--- config.mk ---
export PLATFORM = sky130hd
export DESIGN_NAME = mp_addr_filter
export DESIGN_NICKNAME = d
export VERILOG_FILES = /design/src/rtl/mpf_pkg.sv /design/src/rtl/mpf_match_track.sv /design/src/rtl/mpf_irq_decide.sv /design/src/rtl/mpf_out_stage.sv /design/src/rtl/mp_addr_filter.sv
export SDC_FILE = /design/constraint.sdc
export NUM_CORES = 1
export LEC_CHECK = 0
export ABC_AREA = 1
export BUFFER_PORTS_ARGS = -buffer_cell sky130_fd_sc_hd__buf_2
export CELL_PAD_IN_SITES_DETAIL_PLACEMENT = 0
export CELL_PAD_IN_SITES_GLOBAL_PLACEMENT = 1
export CORE_ASPECT_RATIO = 0.9
export CORE_MARGIN = 2
export CORE_UTILIZATION = 24
export CTS_CLUSTER_DIAMETER = 100
export DETAILED_ROUTE_END_ITERATION = 10
export HOLD_SLACK_MARGIN = 0.06
export MAX_ROUTING_LAYER = met4
export PLACE_DENSITY_LB_ADDON = 0.1
export SYNTH_ARGS = -nofsm -noshare
export SYNTH_HDL_FRONTEND = slang
export SYNTH_SLANG_ARGS = --single-unit
--- constraint.sdc ---
create_clock -name clk -period 0.9 [get_ports clk]
set_input_delay 0.09 -clock clk [delete_from_list [all_inputs] [get_ports clk]]
set_output_delay 0.09 -clock clk [all_outputs]
set_load 0.02 [all_outputs]
--- src/rtl/mpf_pkg.sv ---
package mpf_pkg;
  typedef enum logic [1:0] {
    MPF_ALL    = 2'd0,
    MPF_ADDR   = 2'd1,
    MPF_WINDOW = 2'd2,
    MPF_DATA   = 2'd3
  } mpf_mode_e;
endpackage

--- src/rtl/mpf_match_track.sv ---
module mpf_match_track (
  input  logic clk,
  input  logic rst_n,
  input  logic upd,
  input  logic hit,
  output logic match_q
);
  // An address character sets or clears the match state. Reset leaves it clear.
  always_ff @(posedge clk) begin
    if (!rst_n)   match_q <= 1'b0;
    else if (upd) match_q <= hit;
  end
endmodule

--- src/rtl/mpf_irq_decide.sv ---
module mpf_irq_decide
  import mpf_pkg::*;
(
  input  logic      mp_en,
  input  mpf_mode_e mode,
  input  logic      is_addr,
  input  logic      hit,
  input  logic      match_q,
  output logic      raise
);
  always_comb begin
    if (!mp_en) begin
      raise = 1'b1;
    end else begin
      unique case (mode)
        MPF_ALL:    raise = 1'b1;
        MPF_ADDR:   raise = is_addr;
        MPF_WINDOW: raise = is_addr ? hit : match_q;
        MPF_DATA:   raise = !is_addr && match_q;
        default:    raise = 1'b0;
      endcase
    end
  end
endmodule

--- src/rtl/mpf_out_stage.sv ---
module mpf_out_stage #(
  parameter int W = 10
) (
  input  logic         clk,
  input  logic         rst_n,
  input  logic         in_valid,
  output logic         in_ready,
  input  logic [W-1:0] in_beat,
  output logic         out_valid,
  input  logic         out_ready,
  output logic [W-1:0] out_beat
);
  assign in_ready = !out_valid || out_ready;

  always_ff @(posedge clk) begin
    if (!rst_n) begin
      out_valid <= 1'b0;
      out_beat  <= '0;
    end else if (in_valid && in_ready) begin
      out_valid <= 1'b1;
      out_beat  <= in_beat;
    end else if (out_ready) begin
      out_valid <= 1'b0;
    end
  end
endmodule

--- src/rtl/mp_addr_filter.sv ---
module mp_addr_filter
  import mpf_pkg::*;
#(
  parameter int DATA_W = 8
) (
  input  logic              clk,
  input  logic              rst_n,
  input  logic              mp_en,
  input  logic [1:0]        mode,
  input  logic [DATA_W-1:0] addr_cmp,
  input  logic              in_valid,
  output logic              in_ready,
  input  logic [DATA_W-1:0] in_data,
  input  logic              in_flag,
  output logic              out_valid,
  input  logic              out_ready,
  output logic [DATA_W-1:0] out_data,
  output logic              out_flag,
  output logic              out_irq,
  output logic              irq_pulse
);
  localparam int BEAT_W = DATA_W + 2;

  logic              take;
  logic              hit;
  logic              match_q;
  logic              raise;
  logic [BEAT_W-1:0] beat_in;
  logic [BEAT_W-1:0] beat_out;

  assign take = in_valid && in_ready;
  assign hit  = (in_data == addr_cmp);

  mpf_match_track u_track (
    .clk     (clk),
    .rst_n   (rst_n),
    .upd     (take && mp_en && in_flag),
    .hit     (hit),
    .match_q (match_q)
  );

  mpf_irq_decide u_decide (
    .mp_en   (mp_en),
    .mode    (mpf_mode_e'(mode)),
    .is_addr (in_flag),
    .hit     (hit),
    .match_q (match_q),
    .raise   (raise)
  );

  assign beat_in = {raise, in_flag, in_data};

  mpf_out_stage #(.W(BEAT_W)) u_out (
    .clk       (clk),
    .rst_n     (rst_n),
    .in_valid  (in_valid),
    .in_ready  (in_ready),
    .in_beat   (beat_in),
    .out_valid (out_valid),
    .out_ready (out_ready),
    .out_beat  (beat_out)
  );

  assign out_data = beat_out[DATA_W-1:0];
  assign out_flag = beat_out[DATA_W];
  assign out_irq  = beat_out[DATA_W+1];

  always_ff @(posedge clk) begin
    if (!rst_n) irq_pulse <= 1'b0;
    else        irq_pulse <= take && raise;
  end
endmodule

### Yosys cells after proc, flatten, opt, wreduce, memory -nomap -nowiden

Cells that the tools add are included.

* flip-flop bits (word level): 13
* latch bits: 0
* RAM bits: 0
* memory bits (read-only): 0
* input port bits: 24
* output and inout port bits: 13
* word-level logic and storage cells: 23
* memories: 0

* $add $sub $neg: 0
* multiply operators: 0
* divide/modulo/power cells: 0
* magnitude comparators: 0
* equality and inequality tests: 4
* shift operators: 0
* mux-type cells: 5
* bitwise operators: 0
* reductions and logical operators: 10

Operators by type and width (number)
* $eq 8x8->1: 1
* $logic_and 1x1->1: 5
* $eq 2x2->1 const B: 2
* $mux 1: 4
* $pmux 1 s4: 1
* $eq 2x1->1 const B: 1
* $logic_not 1->1: 2
* $logic_not 2->1: 1
* $reduce_bool 2->1: 1
* $logic_or 1x1->1: 1

### Depth between registers and ports, before layout

* depth in word-level cells: 5
* mapped depth: 11
* mapped depth without buffers: 11

### Hierarchy

From an unflattened synthesis, not the netlist that was laid out.

* cells, all modules: 138
* area, all modules: 794.5 um^2

Modules (own cells, without submodules)
* mpf_out_stage: times used 1, cells an instance 70, area an instance 500.5 um^2, seq. area each 220.2 um^2
* mp_addr_filter: times used 1, cells an instance 50, area an instance 203.9 um^2, seq. area each 20.0 um^2
* mpf_irq_decide: times used 1, cells an instance 12, area an instance 48.8 um^2, seq. area each 0.0 um^2
* mpf_match_track: times used 1, cells an instance 6, area an instance 41.3 um^2, seq. area each 20.0 um^2

### Worst setup path after synthesis

Ideal clock, no wire load.

* path kind: register -> register
* from: reg u_out.out_valid
* to: reg u_out.out_beat[4]
* setup time: 119 ps
* arrival: 1097 ps
* required time: 781 ps
* path slack: -317 ps
* cell stages (with the launch flop): 7
* path buffers: 1
* period minus slack after synthesis: 1217 ps
* cell sequence: dfxtp_1 -> nand2_2 -> nand2_4 -> inv_2 -> buf_4 -> o21ai_0 -> a21oi_1

* word-level cells in the longest chain between the ends: 3

Ends and longest elaborated chain
* start, declared: line mpf_out_stage.sv:9 `output logic out_valid,`
* start signal, assigned: line mpf_out_stage.sv:17 `out_valid <= 1'b0;`
* start signal, assigned: line mpf_out_stage.sv:20 `out_valid <= 1'b1;`
* start signal, assigned: line mpf_out_stage.sv:23 `out_valid <= 1'b0;`
* $logic_not 1->1: line mpf_out_stage.sv:13 `assign in_ready = !out_valid || out_ready;`
* $logic_or 1x1->1: line mpf_out_stage.sv:13
* named net in_ready: line mp_addr_filter.sv:12 `output logic in_ready,`
* $logic_and 1x1->1: line mpf_out_stage.sv:19 `end else if (in_valid && in_ready) begin`
* end signal, assigned: line mpf_out_stage.sv:21 `out_beat <= in_beat;`
* end, declared: line mpf_out_stage.sv:11 `output logic [W-1:0] out_beat`

The timed path passes the listed nets, and every way through them passes these cells.
A chain may end at the register's enable or synchronous reset.

### Worst setup path in the final report

* from: reg u_out.out_valid
* to: out in_ready

* word-level cells in the longest chain between the ends: 2

Ends and longest elaborated chain (line)
* $logic_not 1->1: mpf_out_stage.sv:13
* $logic_or 1x1->1: mpf_out_stage.sv:13
* end, declared: mp_addr_filter.sv:12

No other way between the ends.

==> metrics.cfg <==
[power]
ir_worst_vdd_mv=0.6733
power_density_mw_per_mm2=1310
leakage_nw=0.5768
power_mw=1.458

[cells_and_area]
final_nets=166
syn_to_final_growth_pct=81.26
fillers=259
num_antenna_cells=0
postLayoutCoreUtil_pct=45.52
drive_above_1_share_pct=58.16

[timing]
slew_violations=0
finalWorstSetupSlack_ps=-100.5
fmax_mhz=999.5
worst_pin_slew_ps=255.7
post-route-min-period_ps=1001
setup_tns_ps=-254.6
timing.final.crit_share_pct=111.2
skew_ps=4.096
slew_headroom_pct=82.95
hold_viol_final=0
rsz0062_at_grt=yes
setup_viol=10

[drt]
drt-total-wl_um=1567
route.detailed.drc=0
ant_nets=0
dr.pass1.iters=2
viasPerCell=4.142
vias=700
avgRoutedWirePerCell_um=9.272
drt_iter0_drc=3

[grt]
use_met1_pct=13.88
grt_max_degree=12
track_usage_pct=11.49
grtUsageMet3_pct=4.478
grt_pass1_wl_um=2546
globalRoute.busiestLayer=met2
grt_overflow=0
grt_use_met2_pct=17.82
grt_pass1_vias=622
antenna_found_initial=0

[job]
maxCapViolCount=0

[synthesis]
ys_types=14
avgSynthCellArea_um2=6.826
seq_area_frac_synth_pct=42.36
syn-instance-count=90
yosysTopAreaCellShare_pct=42.36
yosys_register_bits=13
synth_area_um2=614.3
synth_warnings=0
synth_top_cells_by_area=dfxtp_1 42%, nand2_1 13%, nor2_1 9.2%
syn-num-nets=114
yosys.area.top_type=dfxtp_1

[clock_tree]
cts_buffer_depth=2
h-tree-depth=1
hold_buffers=0
cts.sinks=13
clkTransAtPathRegs_ps=80
cts_buffers=3
tritoncts=done
cts_root_buf=clkbuf_4
clock_latency_ps=270

[place]
numPortBuffers=36
place_congestion=0.7390
dpl.hpwl_um=1226

[worst_setup_path]
reg2reg_to=u_track.match_q
end_kind=output port
critPathMaxFanout=2
rrSetupSlack_ps=-50
rr_startpoint=u_out.out_valid
crit_path_start_kind=flip-flop
cp.arrival_ps=910
critPathRequiredTime_ps=810
r2r_cells=7
setup.worst_path.class=flip-flop to output port

[floorplan]
die_area_mm2=0.002981
core_area_mm2=0.002446
io_pins=37
dieHeight_um=52.00
placementRows=17
initial_core_util_pct=25.12
die_width_um=57.33

[worst_hold_path]
min_to=u_out.out_beat[0]
hold_path.class=primary input to flip-flop
whs_path_depth=3
hp-start=in_data[0]

[run_status]
violations=setup timing
status=finished with violations

-- placed cells by master, fill, tap and decap left out, drive strengths merged --
master  count
buf        49
nand2      24
nor2       16
dfxtp      13
inv        12
o21ai       9
a21oi       7
xnor2       5
clkbuf      4
nand3       2
-- power by group --
part           total [mW]  internal, mW  switching (mW)
registers           0.647         0.622          0.0246
clock network       0.359         0.172           0.188
logic               0.452         0.225           0.227
-- layer usage --
layer	up-vias	part of all wire, %
met1	298	45
met4	0	0.89
met3	2	7.0
met5	-	0
li1	376	-
met2	24	47
-- worst max-delay path, stage by stage, from the launching register on --
cell,delay (ps)
dfxtp_4,360
nand2_4,50
buf_6,110
buf_6,120
-- Yosys cell counts --
cell type	instances
nor2_2	1
xnor2_1	5
dfxtp_1	13
a21oi_1	7
inv_2	1
buf_4	1
nor2_1	15
nand2_2	1
nand2_4	1
buf_2	1
nand2_1	22
inv_1	11
o21ai_0	9
nand3_1	2
-- worst max-delay path by stage --
stage	endpoint	start	slack, ps
6_report	in_ready	u_out.out_valid	-100
5_1_grt	u_out.out_beat[5]	u_out.out_valid	-150
4_1_cts	in_ready	u_out.out_valid	-120
3_5_place_dp	u_track.match_q	u_out.out_valid	-100
3_3_place_gp	u_track.match_q	u_out.out_valid	-80
2_1_floorplan	u_out.out_beat[4]	u_out.out_valid	-100
-- sequential cells by signal (all words and copies together) (netlist names) --
signal,flops
irq_pulse,1
u_out.out_beat,10
u_out.out_valid,1
u_track.match_q,1
-- layout make-up --
type	count	area [µm²]	share of cell area [%]
well taps	28	35.03	3.146
clock buffers	4	26.28	2.360
inverters	12	50.05	4.494
repair buffers	49	342.8	30.79
multi-input cells	63	385.4	34.61
flip-flops and latches	13	274.0	24.61
-- through the flow --
stage	cells	setup slack, ps	hold WS (ps)	cell area [µm²]
after floorplan	90	-102.6	231.2	626.9
after global placement	162	-83.23	371.8	913.4
after detailed placement	162	-101.3	377.6	913.4
after CTS	166	-122.7	62.33	998.5
after global routing	169	-153.9	77.62	1114
final	169	-100.5	68.59	1114
-- cells by family after synthesis --
kind of cell    Yosys count  share of synthesized area (%)
buf+inv                  14                          9.368
flops                    13                          42.36
compound gates           16                          13.03
simple gates             42                          28.11
xor+xnor                  5                          7.128
-- timing repair --
action | 4_1_cts | 5_1_grt
setup buffers | 0 | 3
resized for setup | 24 | 33
gates cloned | 0 | 0
endpoints found under the setup margin | 11 | 22
pin swaps | 0 | 2
No activity file was read; power rests on OpenSTA's default activity.
